### config.mk
export PLATFORM = sky130hd
export DESIGN_NAME = stack_cached_top
export DESIGN_NICKNAME = d
export VERILOG_FILES = /design/src/rtl/stk_pkg.sv /design/src/rtl/stk_ram.sv /design/src/rtl/stk_ctrl.sv /design/src/rtl/stk_top_reg.sv /design/src/rtl/stack_cached_top.sv
export SDC_FILE = /design/constraint.sdc
export NUM_CORES = 1
export LEC_CHECK = 0
export ABC_AREA = 1
export ABC_CLOCK_PERIOD_IN_PS = 7050
export BUFFER_PORTS_ARGS = -buffer_cell sky130_fd_sc_hd__clkbuf_2
export CORE_AREA = 2 2 188 190
export CTS_CLUSTER_DIAMETER = 100
export DETAILED_ROUTE_END_ITERATION = 6
export DIE_AREA = 0 0 190 192
export PLACE_DENSITY_LB_ADDON = 0.08
export SETUP_SLACK_MARGIN = 0.5
export SLEW_MARGIN = 5
export SYNTH_ARGS = -nofsm -noshare
export SYNTH_HDL_FRONTEND = slang
export SYNTH_SLANG_ARGS = --single-unit
### constraint.sdc
create_clock -name clk -period 7.05 [get_ports clk]
set_clock_uncertainty 0.05 [all_clocks]
set_input_delay 1.41 -clock clk [delete_from_list [all_inputs] [get_ports clk]]
set_output_delay 1.41 -clock clk [all_outputs]
set_load 0.05 [all_outputs]
### src/rtl/stk_pkg.sv
package stk_pkg;
  typedef enum logic [2:0] {
    OP_NOP  = 3'd0,
    OP_PUSH = 3'd1,
    OP_POP  = 3'd2,
    OP_REPL = 3'd3,
    OP_SWAP = 3'd4
  } stk_op_e;
endpackage

### src/rtl/stk_ram.sv
// Synchronous single-address RAM, write-first read-during-write.
module stk_ram #(
  parameter int DATA_W = 16,
  parameter int WORDS  = 15,
  parameter int AW     = 4
) (
  input  logic              clk,
  input  logic              rst,
  input  logic              we,
  input  logic [AW-1:0]     addr,
  input  logic [DATA_W-1:0] wdata,
  output logic [DATA_W-1:0] rdata
);
  logic [DATA_W-1:0] mem [WORDS];

  always_ff @(posedge clk) begin
    if (we) mem[addr] <= wdata;
  end

  always_ff @(posedge clk) begin
    if (rst)     rdata <= '0;
    else if (we) rdata <= wdata;
    else         rdata <= mem[addr];
  end
endmodule

### src/rtl/stk_ctrl.sv
// Occupancy, shared RAM address, top-register select and sticky flags.
module stk_ctrl #(
  parameter int DEPTH = 16,
  parameter int CNT_W = 5,
  parameter int AW    = 4
) (
  input  logic             clk,
  input  logic             rst,
  input  logic [2:0]       op,
  input  logic             flag_clr,
  output logic [CNT_W-1:0] count,
  output logic             ram_we,
  output logic [AW-1:0]    ram_addr,
  output logic             top_ld_din,
  output logic             top_ld_ram,
  output logic             ovf,
  output logic             unf
);
  import stk_pkg::*;

  logic [CNT_W-1:0] count_n;
  logic [CNT_W-1:0] slot;
  logic             ovf_ev, unf_ev;
  logic             is_full, is_empty, has_two;

  assign is_full  = (count == CNT_W'(DEPTH));
  assign is_empty = (count == '0);
  assign has_two  = (count >= CNT_W'(2));

  always_comb begin
    count_n    = count;
    ram_we     = 1'b0;
    top_ld_din = 1'b0;
    top_ld_ram = 1'b0;
    ovf_ev     = 1'b0;
    unf_ev     = 1'b0;
    unique case (op)
      OP_PUSH: begin
        if (is_full) ovf_ev = 1'b1;
        else begin
          count_n    = count + CNT_W'(1);
          ram_we     = !is_empty;
          top_ld_din = 1'b1;
        end
      end
      OP_POP: begin
        if (is_empty) unf_ev = 1'b1;
        else begin
          count_n    = count - CNT_W'(1);
          top_ld_ram = 1'b1;
        end
      end
      OP_REPL: top_ld_din = !is_empty;
      OP_SWAP: begin
        ram_we     = has_two;
        top_ld_ram = has_two;
      end
      default: ;
    endcase
  end

  // Address of the second item after this operation completes.
  always_comb begin
    slot     = (count_n >= CNT_W'(2)) ? (count_n - CNT_W'(2)) : '0;
    ram_addr = slot[AW-1:0];
  end

  always_ff @(posedge clk) begin
    if (rst) begin
      count <= '0;
      ovf   <= 1'b0;
      unf   <= 1'b0;
    end else begin
      count <= count_n;
      ovf   <= ovf_ev | (ovf & !flag_clr);
      unf   <= unf_ev | (unf & !flag_clr);
    end
  end
endmodule

### src/rtl/stk_top_reg.sv
// Dedicated top-of-stack register.
module stk_top_reg #(
  parameter int DATA_W = 16
) (
  input  logic              clk,
  input  logic              rst,
  input  logic              ld_din,
  input  logic              ld_ram,
  input  logic [DATA_W-1:0] din,
  input  logic [DATA_W-1:0] ram_q,
  output logic [DATA_W-1:0] top
);
  always_ff @(posedge clk) begin
    if (rst)         top <= '0;
    else if (ld_din) top <= din;
    else if (ld_ram) top <= ram_q;
  end
endmodule

### src/rtl/stack_cached_top.sv
module stack_cached_top #(
  parameter int DATA_W = 16,
  parameter int DEPTH  = 16,
  localparam int CNT_W = $clog2(DEPTH + 1),
  localparam int WORDS = DEPTH - 1,
  localparam int AW    = (WORDS > 1) ? $clog2(WORDS) : 1
) (
  input  logic              clk,
  input  logic              rst,
  input  logic [2:0]        op_i,
  input  logic [DATA_W-1:0] din_i,
  input  logic              flag_clr_i,
  output logic [DATA_W-1:0] top_o,
  output logic [DATA_W-1:0] nos_o,
  output logic [CNT_W-1:0]  count_o,
  output logic              ovf_o,
  output logic              unf_o
);
  logic          ram_we, ld_din, ld_ram;
  logic [AW-1:0] ram_addr;

  stk_ctrl #(.DEPTH(DEPTH), .CNT_W(CNT_W), .AW(AW)) u_ctrl (
    .clk(clk), .rst(rst), .op(op_i), .flag_clr(flag_clr_i),
    .count(count_o), .ram_we(ram_we), .ram_addr(ram_addr),
    .top_ld_din(ld_din), .top_ld_ram(ld_ram), .ovf(ovf_o), .unf(unf_o)
  );

  stk_ram #(.DATA_W(DATA_W), .WORDS(WORDS), .AW(AW)) u_ram (
    .clk(clk), .rst(rst), .we(ram_we), .addr(ram_addr),
    .wdata(top_o), .rdata(nos_o)
  );

  stk_top_reg #(.DATA_W(DATA_W)) u_top (
    .clk(clk), .rst(rst), .ld_din(ld_din), .ld_ram(ld_ram),
    .din(din_i), .ram_q(nos_o), .top(top_o)
  );
endmodule

---- Word-level counts from Yosys, hierarchy flattened ----
Memories as Yosys holds them, arrays and structs flattened. A register that Yosys moved wholly into a read port is not among the register bits.
Cells that the tools add are included.
operators by class
  add/subtract/negate cells ............... 3
  multiply operators ...................... 0
  divide/modulo/power cells ............... 0
  $lt $le $gt $ge ......................... 2
  equality and inequality tests ........... 5
  shift operators ......................... 0
  muxes and demuxes ....................... 18
  bitwise gates (word level) .............. 4
  reductions and logical operators ........ 4
operators with widths
  operator                                                                             number
  16-bit 2-to-1 mux                                                                    2
  5-bit by 2-bit greater-or-equal comparator with 1-bit output, second input constant  2
  5-bit 2-to-1 mux                                                                     2
  5-bit case mux with 2 select lines                                                   1
  1-bit 2-to-1 mux                                                                     9
  3-bit by 2-bit == test with 1-bit output, second input constant                      2
  1-bit case mux with 2 select lines                                                   3
  5-bit by 1-bit adder with 5-bit output, second input constant                        1
  5-bit == test, second input constant                                                 1
  5-bit zero test                                                                      1
  5-bit by 1-bit subtractor with 5-bit output, second input constant                   1
  4-bit 2-to-1 mux                                                                     1
  4-bit by 2-bit subtractor with 4-bit output, second input constant                   1
  3-bit by 1-bit == test with 1-bit output, second input constant                      1
  3-bit == test, second input constant                                                 1
  1-bit AND                                                                            2
  1-bit zero test                                                                      2
  1-bit bitwise OR                                                                     2
  2-bit nonzero test                                                                   1
word-level totals
  bits in registers ....................... 23
  bits in latches ......................... 0
  bits in writable memories ............... 240
  bits in read-only memories .............. 0
  input port bits ......................... 22
  memories kept ........................... 1
memory list
  name       depth  bits a word  read ports  clocked after memory_dff  wr ports  line           source
  u_ram.mem  15     16           1           1                         1         stk_ram.sv:14  logic [DATA_W-1:0] mem [WORDS];

---- Logic depth before layout (Yosys ltp) ----
Gate-level depths: netlist (run 1).
  depth in word-level cells ............... 6
  gate-level depth with buffers ........... 20

---- Hierarchy ----
A second synthesis (run 1) with hierarchy kept.
unflattened totals
  cells, all modules ...................... 1152
  area total of the unflattened synthesis .. 11886.4 um^2
by module, submodules not included
  module       instances  cells an instance  area each (um^2)  seq. area each (um^2)
  stk_ram      1          914                10361.2           7527.2
  stk_top_reg  1          122                807.0             320.3
  stk_ctrl     1          116                718.2             140.1

---- Worst setup path before layout (run 1) ----
OpenSTA, ideal clock, no wires.
  path kind ............................... in2reg
  start point ............................. in op_i[2]
  end point ............................... mem u_ram.mem[4][0] (enable)
  library setup time ...................... 388 ps
  arrival time ............................ 3545 ps
  data required time ...................... 6612 ps
  path slack .............................. 3067 ps
  cell stages on the path ................. 14
  buffers on the path ..................... 1
  cell sequence ........................... inv_2 nand3_1 nand2_1 inv_1 nand2_1 nand3_1 nor2_4 inv_2 o21ai_4 inv_2 nor2_4 buf_4 inv_1 nor2_1
on the way
  longest elaborated chain between the ends .. 4
RTL lines
  what                                                                                             line                           source
  start: declaration                                                                               stack_cached_top.sv:10         input logic [2:0] op_i,
  3-bit by 2-bit == test with 1-bit output, or another cell as far along                           stk_ctrl.sv:37                 unique case (op)
  5-bit case mux with 2 select lines / 1-bit case mux with 2 select lines (equally long branches)  stk_ctrl.sv:37
  4-bit by 2-bit subtractor with 4-bit output, or another cell as far along                        stk_ctrl.sv:64                 slot = (count_n >= CNT_W'(2)) ? (count_n - CNT_W'(2)) : '0;
  4-bit 2-to-1 mux / 1-bit 2-to-1 mux (equally long branches)                                      stk_ctrl.sv:64, stk_ram.sv:17
  end: declaration                                                                                 stk_ram.sv:14
Several ways; a longest one is shown, not always the timed one.

---- Worst setup path in the final report (run 1) ----
  start point ............................. in op_i[1]
  end point ............................... mem u_ram.mem[14][8] (enable)
The elaborated chain is that of the path after synthesis.

==> results of run 1 <==
## cell type report
class,instances,share of cell area (%)
inverters,27,0.744
flip-flops and latches,279,58.6
repair buffers,85,3.58
clock inverters,9,0.487
multi-input cells,792,26.2
well taps,455,4.18
clock buffers,45,6.15
## registers in the layout, summed over array words and instances, names as in the netlist
name,cells
u_top.top,16
u_ctrl.count,5
u_ram.mem,240
u_ctrl.unf,1
u_ram.rdata,16
u_ctrl.ovf,1
## cell usage in the layout, fill, tap and decap left out, drive strengths merged
master | netlist | layout
o2111ai | 1 | 1
o21ai | 20 | 20
bufinv | 0 | 1
or2 | 1 | 1
nand4 | 21 | 21
inv | 27 | 28
nor3b | 1 | 1
ha | 4 | 4
xor2 | 3 | 3
buf | 33 | 25
clkbuf | 34 | 105
edfxtp | 240 | 240
nand2 | 432 | 432
a21oi | 34 | 34
a31oi | 1 | 1
nor2 | 78 | 78
clkinv | 0 | 7
dfxtp | 39 | 39
nand3 | 196 | 196
## worst reg2reg max path, cell delays in order, from the launching register on
cell and delay [ns]:
dfxtp_1 0.56, inv_2 0.13, ha_1 0.33, nand2_1 0.07
nand3_1 0.06, nand3_1 0.07, buf_4 0.28, nor2_4 0.08
nand2_4 0.43, nand2_2 0.12, inv_2 0.55, nand3_1 0.42
nor2_1 0.74, buf_4 0.31
## kinds of logic after synthesis
kind of cell    share of synthesized area, %
flops                                   66.7
compound gates                          2.60
fa+ha+maj                              0.418
buf+inv                                 3.66
xor+xnor                               0.376
simple gates                            26.2
## worst paths after layout
check                              from                         end  slack [ns]  cells after the start
max                             op_i[1]  u_ram.mem[14][8]$_DFFE_PP_        2.27                     15
min          u_top.top[13]$_SDFFE_PP0P_  u_top.top[13]$_SDFFE_PP0P_        0.44                      2
max reg2reg  u_ctrl.count[0]$_SDFF_PP0_  u_ram.mem[14][8]$_DFFE_PP_        2.56                     13
min reg2reg  u_top.top[13]$_SDFFE_PP0P_  u_top.top[13]$_SDFFE_PP0P_        0.44                      2
## metrics by stage
step | hold slack (ns) | total power [uW] | instance area [sq um] | setup slack (ns) | utilization, %
floorplan | 0.581 | 2440 | 12000 | 3.07 | -
global placement | 0.421 | 2700 | 12700 | 1.70 | 37.1
detailed placement | 0.431 | 2700 | 12700 | 1.66 | 37.1
CTS | 0.445 | 4180 | 13600 | 2.24 | 39.7
global route | 0.492 | 4310 | 13600 | 1.91 | 39.7
finish | 0.440 | 4140 | 13600 | 2.27 | 39.7
## metal layers
| layer | track usage (%) | wire length (microns) | up-vias |
|---|---|---|---|
| li1 | - | - | 4089 |
| met1 | 26.4 | 16100 | 4198 |
| met2 | 32.3 | 16800 | 164 |
| met3 | 1.88 | 1140 | 42 |
| met4 | 4.32 | 665 | 0 |
| met5 | 0 | 0 | - |
## power by group
group,internal (uW),switching [uW],leakage [uW]
sequential,1840,38.1,0.00252
combinational,175,607,0.00246
clock,850,631,0.000437
==> impl_metrics.py, run 1 <==
metrics = {
    "outcome": {
        "status": "finished, final reports clean",
    },
    "clocking": {
        "post_cts_buffers": 0,
        "cts_hold_buffers": 0,
        "cts_buffers": 31,
        "clockBufferDepth": 3,
        "clk_latency_ns": 0.56,
        "cts_tree": "built",
        "cts_root_buf": "clkbuf_16",
        "clk_pin_slew_ns": 0.06,
        "post_cts_resized": 0,
        "cts.sink_count": 279,
        "h-tree-depth": 1,
    },
    "yosys": {
        "synth_top_area_share_pct": 60.2,
        "ys_seq_area_share_pct": 66.7,
        "yosysWarnings": 0,
        "syn_inst": 1165,
        "synth-edff-count": 240,
        "yosys.area.top_type": "edfxtp_1",
        "synth_cell_types": 29,
        "synth.top_cells.by_count": "nand2_1 (426), edfxtp_1 (240), nand3_1 (193)",
        "ys_ff_latch": 279,
        "ys_async_sr_fraction_pct": 0,
        "avgSynthCellArea_sq_um": 10.3,
        "yosys-top-cells-area": "edfxtp_1 (60%), nand2_1 (13%), nand3_1 (8.1%)",
        "synth_most_common_cell": "nand2_1",
        "synth-main-ff-cell": "edfxtp_1",
        "syn_area_sq_mm": 0.0120,
        "syn_nets": 1191,
    },
    "floorplan": {
        "num_io_pins": 61,
        "die_width_microns": 190,
        "fp.dieH_microns": 192,
        "dieArea_sq_mm": 0.0365,
        "start_util_pct": 34.9,
        "coreArea_sq_mm": 0.0343,
        "core.rowCount": 68,
    },
    "run": {
        "maxCapViolCount": 0,
    },
    "power_and_ir_drop": {
        "peakVddDrop_v": 0.000208,
        "power_density_mw_per_mm2": 304,
        "p_leak_uw": 0.00541,
    },
    "sta": {
        "hold_viol": 0,
        "setup_tns_ns": 0,
        "setup_viol": 0,
        "min_period_ns": 4.78,
        "fmax_mhz": 209,
        "fin_crit_sh_pct": 67.8,
        "worstMarginPinSlew_ns": 1.35,
        "final-max-slew-violation-count": 0,
        "max_slew_margin_pct": 10.2,
        "rsz0062_at_grt": "no",
    },
    "cells_and_area": {
        "fillCellCount": 3353,
        "n_antenna_cell": 0,
        "regArea_sq_mm": 0.00799,
        "nets": 1242,
        "area_delta_synth_final_pct": 13.9,
        "instances_no_fill": 1692,
        "drive_above_1_share_pct": 13.1,
        "multi_input_comb_area_sq_mm": 0.00358,
    },
    "global_routing": {
        "grt_pass1_vias": 8315,
        "track_usage_pct": 19.0,
        "antenna_found_initial": 0,
        "gr-total-overflow": 0,
        "grt_pass1_wl_mm": 52.6,
        "grt_max_degree": 82,
    },
    "placed_design": {
        "place_hpwl_mm": 21.0,
        "port_buffers": 60,
        "finalWeightedCongestion": 0.832,
        "dp.cells": 1638,
    },
    "critical_path": {
        "critical_path.top_delay_family": "simple AND/OR/NAND/NOR gates",
        "cp_num_buf_inv": 6,
        "worstSetupEndpointType": "register",
        "cp_cell_sequence": "clkbuf_2 -> inv_1 -> nand3_1 -> nand2_1 -> inv_1 -> nand2_1 -> nand3_1 -> buf_4 -> nor2_4 -> nand2_4 -> nand2_2 -> inv_2 -> nand3_1 -> nor2_1 -> buf_4",
        "crit_required_ns": 7.26,
        "worstPathMaxFanout": 43,
        "startpoint_type": "input pin",
        "crit_type": "in -> reg",
        "worst_path_max_delay_cell": "nor2_1",
        "crit_top_cell": "nand3_1",
        "worstPathArrival_ns": 4.99,
        "max_stage_delay_ns": 0.74,
    },
    "detailed_routing": {
        "post_drt_wl_per_cell_microns": 20.5,
        "first_pass_iters": 7,
        "postRouteAntennaNets": 0,
        "drt_iter0_markers": 639,
        "via_per_inst": 5.02,
        "wirelength_mm": 34.7,
        "drc_errors": 0,
        "vias": 8493,
    },
    "min_path": {
        "min_path_type": "reg -> reg",
    },
}
(Power assumes the default switching activity.)
==> run 2: changes to the inputs <==
--- a/config.mk
+++ b/config.mk
@@ -6,7 +6,7 @@
 export NUM_CORES = 1
 export LEC_CHECK = 0
 export ABC_AREA = 1
-export ABC_CLOCK_PERIOD_IN_PS = 7050
+export ABC_CLOCK_PERIOD_IN_PS = 4900
 export BUFFER_PORTS_ARGS = -buffer_cell sky130_fd_sc_hd__clkbuf_2
 export CORE_AREA = 2 2 188 190
 export CTS_CLUSTER_DIAMETER = 100
==> constraint.sdc (replaced) <==
create_clock -name clk -period 4.9 [get_ports clk]
set_clock_uncertainty 0.05 [all_clocks]
set_input_delay 0.98 -clock clk [delete_from_list [all_inputs] [get_ports clk]]
set_output_delay 0.98 -clock clk [all_outputs]
set_load 0.05 [all_outputs]
==> impl_metrics.py, run 2 (synthesis gave the netlist of run 1 again) <==
metrics = {
    "floorplan": {
        "start_util_pct": 34.9,
        "num_io_pins": 61,
        "core.rowCount": 68,
        "dieArea_sq_mm": 0.0365,
        "die_width_microns": 190,
        "coreArea_sq_mm": 0.0343,
        "fp.dieH_microns": 192,
    },
    "cells_and_area": {
        "n_antenna_cell": 0,
        "drive_above_1_share_pct": 14.7,
        "fillCellCount": 3401,
        "largestRegisters": "u_ram.mem (240), u_ram.rdata (16), u_top.top (16)",
        "top_register": "u_ram.mem",
        "largest_register_ffs": 240,
        "area_delta_synth_final_pct": 15.2,
        "mostFrequentLayoutCell": "nand2_1",
        "final_cell_mix": "nand2_1 (426), edfxtp_1 (240), nand3_1 (193)",
        "fin_util_pct": 40.2,
        "multi_input_comb_area_sq_mm": 0.00358,
        "nets": 1266,
        "regArea_sq_mm": 0.00799,
    },
    "detailed_routing": {
        "post_drt_wl_per_cell_microns": 20.6,
        "vias": 8529,
        "via_per_inst": 4.97,
        "drt_iter0_markers": 620,
        "first_pass_iters": 5,
        "postRouteAntennaNets": 0,
        "drc_errors": 0,
        "wirelength_mm": 35.4,
    },
    "outcome": {
        "status": "finished, final reports clean",
    },
    "run": {
        "maxCapViolCount": 0,
    },
    "global_routing": {
        "antenna_found_initial": 0,
        "gr-total-overflow": 0,
        "grt_pass1_vias": 8531,
        "grt_pass1_wl_mm": 54.5,
        "track_usage_pct": 19.8,
        "grt_max_degree": 64,
    },
    "sta": {
        "fin_crit_sh_pct": 76.4,
        "min_period_ns": 3.74,
        "hold_viol": 0,
        "worstMarginPinSlew_ns": 1.21,
        "final-max-slew-violation-count": 0,
        "rsz0062_at_grt": "no",
        "setup_tns_ns": 0,
        "fmax_mhz": 267,
        "setup_viol": 0,
        "max_slew_margin_pct": 19.1,
    },
    "critical_path": {
        "worstPathMaxFanout": 54,
        "crit_required_ns": 5.07,
        "worst_path_max_delay_cell": "buf_4",
        "cp_cell_sequence": "inv_2 -> ha_1 -> nand3_1 -> nand2_2 -> nand2_2 -> xor2_4 -> buf_4 -> nand4_1 -> nor2_2 -> buf_4",
        "max_stage_delay_ns": 0.60,
        "worstPathArrival_ns": 3.91,
        "startpoint_type": "register",
        "worstSetupEndpointType": "register",
        "crit_type": "reg -> reg",
    },
    "clocking": {
        "clk_latency_ns": 0.55,
        "cts_hold_buffers": 0,
        "clockBufferDepth": 3,
        "cts_buffers": 31,
        "h-tree-depth": 1,
        "post_cts_resized": 0,
        "cts.sink_count": 279,
        "cts_tree": "built",
        "cts_root_buf": "clkbuf_16",
        "clk_pin_slew_ns": 0.05,
        "post_cts_buffers": 0,
    },
    "placed_design": {
        "place_hpwl_mm": 21.7,
        "finalWeightedCongestion": 0.808,
        "port_buffers": 60,
    },
    "power_and_ir_drop": {
        "peakVddDrop_v": 0.000267,
        "power_density_mw_per_mm2": 430,
        "p_leak_uw": 0.00554,
    },
    "min_path": {
        "min_path_type": "reg -> reg",
    },
}
## run 2: changes by cell type in the layout (fill, tap and decap cells not counted)
cell,before,now
buf_4,25,49
clkinv_1,6,13
clkbuf_1,13,7
clkbuf_8,1,0
clkinv_2,1,2
inv_6,1,0
## run 2: cell type report
cell class | instances | share of cell area, %
Clock buffer | 38 | 5.81
Clock inverter | 16 | 0.644
Inverter | 27 | 0.735
Multi-Input combinational cell | 792 | 25.9
Sequential cell | 279 | 57.9
Tap cell | 455 | 4.13
Timing Repair Buffer | 109 | 4.84
## run 2: layer usage
layer,up-vias,track usage (%),wire (microns)
met2,159,32.6,16600
met1,4182,27.5,16600
li1,4137,-,-
met5,-,0,0
met3,51,2.76,1400
met4,0,4.86,833
## run 2: power by group
| part | switching [uW] | total (uW) | internal, uW | leakage (uW) |
|---|---|---|---|---|
| combinational | 863 | 1130 | 267 | 0.00259 |
| clock | 907 | 2100 | 1190 | 0.000433 |
| sequential | 65.3 | 2710 | 2640 | 0.00252 |
## run 2: worst paths after layout
check / startpoint / endpoint / slack, ns / cells past startpoint
max reg2reg: u_ctrl.count[0]$_SDFF_PP0_ / u_ram.mem[9][13]$_DFFE_PP_ / 1.16 / 10
min: u_ctrl.ovf$_SDFF_PP0_ / u_ctrl.ovf$_SDFF_PP0_ / 0.44 / 2
max: u_ctrl.count[0]$_SDFF_PP0_ / u_ram.mem[9][13]$_DFFE_PP_ / 1.16 / 10
min reg2reg: u_ctrl.ovf$_SDFF_PP0_ / u_ctrl.ovf$_SDFF_PP0_ / 0.44 / 2
## run 2: stage by stage
stage	std cells	hold slack (ns)	worst slack, ns	area (sq um)	total power [uW]
floorplan	1165	0.581	1.29	12000	3500
global route	1716	0.482	0.765	13800	6200
detailed placement	1662	0.437	0.817	12900	3900
global placement	1662	0.426	0.840	12900	3910
CTS	1716	0.450	1.07	13800	6010
finish	1716	0.440	1.16	13800	5940
## run 2: worst max-delay path: cells and delay by family (launching register included)
| kind | cells | cell delay, ns |
|---|---|---|
| buffers and inverters | 3 | 1.06 |
| AND/OR/NAND/NOR | 5 | 1.15 |
| adder cells (fa/ha/maj) | 1 | 0.27 |
| flip-flops | 1 | 0.55 |
| XOR/XNOR | 1 | 0.29 |
==> run 3: changes to the inputs <==
--- a/config.mk
+++ b/config.mk
@@ -5,13 +5,13 @@
 export SDC_FILE = /design/constraint.sdc
 export NUM_CORES = 1
 export LEC_CHECK = 0
-export ABC_AREA = 1
-export ABC_CLOCK_PERIOD_IN_PS = 4900
+export ABC_AREA = 0
+export ABC_CLOCK_PERIOD_IN_PS = 3500
 export BUFFER_PORTS_ARGS = -buffer_cell sky130_fd_sc_hd__clkbuf_2
-export CORE_AREA = 2 2 188 190
+export CORE_AREA = 2 2 183 185
 export CTS_CLUSTER_DIAMETER = 100
 export DETAILED_ROUTE_END_ITERATION = 6
-export DIE_AREA = 0 0 190 192
+export DIE_AREA = 0 0 185 187
 export PLACE_DENSITY_LB_ADDON = 0.08
 export SETUP_SLACK_MARGIN = 0.5
 export SLEW_MARGIN = 5
==> constraint.sdc (replaced) <==
create_clock -name clk -period 3.5 [get_ports clk]
set_clock_uncertainty 0.05 [all_clocks]
set_input_delay 0.7 -clock clk [delete_from_list [all_inputs] [get_ports clk]]
set_output_delay 0.7 -clock clk [all_outputs]
set_load 0.05 [all_outputs]
==> impl_metrics.py, run 3 <==
metrics = {
    "outcome": {
        "status": "finished, final reports clean",
    },
    "detailed_routing": {
        "postRouteAntennaNets": 0,
        "wirelength_mm": 36.8,
        "routedLengthMet1_mm": 16.2,
        "post_drt_wl_per_cell_microns": 24.7,
        "drc_errors": 0,
        "via_per_inst": 5.35,
        "vias": 7971,
        "highest_layer": "met4",
        "drt_iter0_markers": 826,
        "met3WireLength_mm": 2.48,
        "first_pass_iters": 6,
        "wl_met2_mm": 17.5,
    },
    "yosys": {
        "ys_async_sr_fraction_pct": 0,
        "yosys.area.top_type": "edfxtp_1",
        "avgSynthCellArea_sq_um": 13.7,
        "syn_nets": 846,
        "synth_top_area_share_pct": 64.2,
        "yosysWarnings": 0,
        "synth-main-ff-cell": "edfxtp_1",
        "ys_seq_area_share_pct": 71.1,
        "ys_ff_latch": 279,
        "synth_most_common_cell": "edfxtp_1",
        "synth.top_cells.by_count": "edfxtp_1 (240), nor2_1 (115), nand2_1 (78)",
        "yosys-top-cells-area": "edfxtp_1 (64%), dfxtp_1 (7.0%), nor2_1 (3.8%)",
        "syn_area_sq_mm": 0.0112,
        "syn_inst": 820,
        "synth_cell_types": 72,
        "synth-edff-count": 240,
    },
    "critical_path": {
        "worst_path_max_delay_cell": "or4_4",
        "timing.rr.end": "u_ram.rdata[9]$_SDFF_PP0_",
        "endpoint": "u_ram.rdata[9]$_SDFF_PP0_",
        "r2r_setup_slack_ns": 0.37,
        "crit_required_ns": 3.89,
        "max_stage_delay_ns": 0.57,
        "startpoint_type": "register",
        "r2r_start": "u_ctrl.count[1]$_SDFF_PP0_",
        "worstPathArrival_ns": 3.52,
        "cp-startpoint": "u_ctrl.count[1]$_SDFF_PP0_",
        "worstSetupEndpointType": "register",
        "worstPathMaxFanout": 4,
        "worstRegToRegCells": 12,
        "crit_type": "reg -> reg",
        "cp_cell_sequence": "inv_4 -> ha_4 -> or4b_4 -> o211a_4 -> nand2_4 -> buf_12 -> a31oi_1 -> buf_4 -> a22oi_2 -> nor3_1 -> or4_4 -> o31a_1",
    },
    "cells_and_area": {
        "nets": 1045,
        "final_cell_mix": "edfxtp_1 (240), nor2_1 (96), buf_4 (82)",
        "drive_above_1_share_pct": 35.2,
        "fillCellCount": 2978,
        "top_register": "u_ram.mem",
        "mostFrequentLayoutCell": "edfxtp_1",
        "area_delta_synth_final_pct": 37.8,
        "fin_util_pct": 47.1,
        "largestRegisters": "u_ram.mem (240), u_ram.rdata (16), u_top.top (16)",
        "largest_register_ffs": 240,
        "n_antenna_cell": 0,
    },
    "floorplan": {
        "core.rowCount": 67,
        "num_io_pins": 61,
        "dieArea_sq_mm": 0.0346,
        "coreArea_sq_mm": 0.0329,
        "die_width_microns": 185,
        "fp.dieH_microns": 187,
        "start_util_pct": 34.2,
    },
    "sta": {
        "whs_ns": 0.417,
        "worstMarginPinSlew_ns": 1.05,
        "setup_tns_ns": 0,
        "hold_viol": 0,
        "min_period_ns": 3.13,
        "layout_setup_ws_ns": 0.371,
        "fin_crit_sh_pct": 89.4,
        "fmax_mhz": 320,
        "final-max-slew-violation-count": 0,
        "max_slew_margin_pct": 29.8,
        "rsz0062_at_grt": "yes",
        "setup_viol": 0,
    },
    "min_path": {
        "worstHoldPathCells": 4,
        "min_path_type": "in -> reg",
    },
    "power_and_ir_drop": {
        "total_power_uw": 10600,
        "power_density_mw_per_mm2": 684,
        "p_leak_uw": 0.00558,
        "peakVddDrop_v": 0.000412,
    },
    "global_routing": {
        "grt_pass1_wl_mm": 52.3,
        "grt_pass1_vias": 7907,
        "antenna_found_initial": 0,
        "gr-total-overflow": 0,
        "grt_max_degree": 37,
        "track_usage_pct": 20.5,
    },
    "clocking": {
        "cts_root_buf": "clkbuf_16",
        "h-tree-depth": 1,
        "cts.sink_count": 279,
        "cts_hold_buffers": 0,
        "clk_latency_ns": 0.56,
        "cts_tree": "built",
        "cts_buffers": 30,
        "clockBufferDepth": 3,
        "clk_pin_slew_ns": 0.06,
    },
    "run": {
        "maxCapViolCount": 0,
    },
    "placed_design": {
        "place_ws_ns": -0.125,
        "place_hpwl_mm": 22.0,
        "port_buffers": 60,
        "finalWeightedCongestion": 0.784,
    },
}
run 3: cell count changes after synthesis, moves of 9 or more:
| cell | delta |
|---|---|
| nand3_1 | -190 |
| o21ai_0 | +15 |
| mux2i_1 | +20 |
| nor2_1 | +44 |
| a222oi_1 | +29 |
| buf_4 | -10 |
| nand2_1 | -348 |
| nand4_1 | -20 |
| a22oi_1 | +17 |
| inv_2 | -9 |
| o31a_1 | +11 |
| o22ai_1 | +26 |
| inv_1 | -14 |
| nor3_1 | +12 |
run 3: cell families (layout without fill, tap and decap cells):
family,count (synthesis),after routing,synth area share [%]
DFF,279,279,71.1
and+or+nand+nor,245,245,9.88
AOI/OAI and AO/OA,209,209,13.8
buffers and inverters,57,280,2.26
muxes,25,25,2.35
adders and majority gates,4,4,0.446
xor gates and xnor gates,1,1,0.0780
run 3: power breakdown:
part | internal (uW) | total (uW) | switching (uW)
sequential | 3770 | 3890 | 123
clock | 2030 | 3330 | 1300
combinational | 1450 | 3370 | 1920
run 3: cell type report:
class / count / area (sq um) / area share, %
tap: 448 / 561 / 3.62
timing repair buffer: 220 / 2300 / 14.9
sequential: 279 / 8000 / 51.7
multi-input combinational: 484 / 3540 / 22.9
clock buffer: 40 / 828 / 5.35
inverter: 4 / 22.5 / 0.145
clock inverter: 16 / 225 / 1.45
run 3: worst min-delay path by stage:
stage,start,end,slack [ns]
after global placement,u_ctrl.ovf$_SDFF_PP0_,u_ctrl.ovf$_SDFF_PP0_,0.44
final,flag_clr_i,u_ctrl.ovf$_SDFF_PP0_,0.42
after floorplan,u_ram.mem[8][14]$_DFFE_PP_,u_ram.rdata[14]$_SDFF_PP0_,0.54
after CTS,flag_clr_i,u_ctrl.ovf$_SDFF_PP0_,0.40
after detailed placement,u_ctrl.ovf$_SDFF_PP0_,u_ctrl.ovf$_SDFF_PP0_,0.44
after global routing,flag_clr_i,u_ctrl.ovf$_SDFF_PP0_,0.41
run 3: worst max-delay path, delay by kind of cell, from the launching register on:
kind	cells	cell delay (ns)
AOI/OAI and AO/OA	4	0.80
adders and majority gates	1	0.23
buffers and inverters	3	0.34
DFF	1	0.37
and+or+nand+nor	4	1.23
run 3: routing by layer:
| metal | track usage [%] | up-vias |
|---|---|---|
| met5 | 0 | - |
| met2 | 33.7 | 268 |
| met1 | 29.1 | 4042 |
| li1 | - | 3611 |
| met3 | 3.02 | 50 |
| met4 | 3.60 | 0 |
run 3: timing repair:
action | 4_1_cts | 5_1_grt
gates resized for setup | 64 | 64
cloned | 5 | 9
pin swaps | 31 | 47
hold endpoints to repair | 0 | 0
setup endpoints to repair | 256 | 133
setup buffers | 26 | 30
run 3: metrics by stage:
| stage | cell area (sq um) | instances |
|---|---|---|
| floorplan | 11500 | 820 |
| global placement | 13100 | 1365 |
| detailed placement | 13100 | 1365 |
| CTS | 14700 | 1452 |
| global route | 15500 | 1491 |
| finish | 15500 | 1491 |
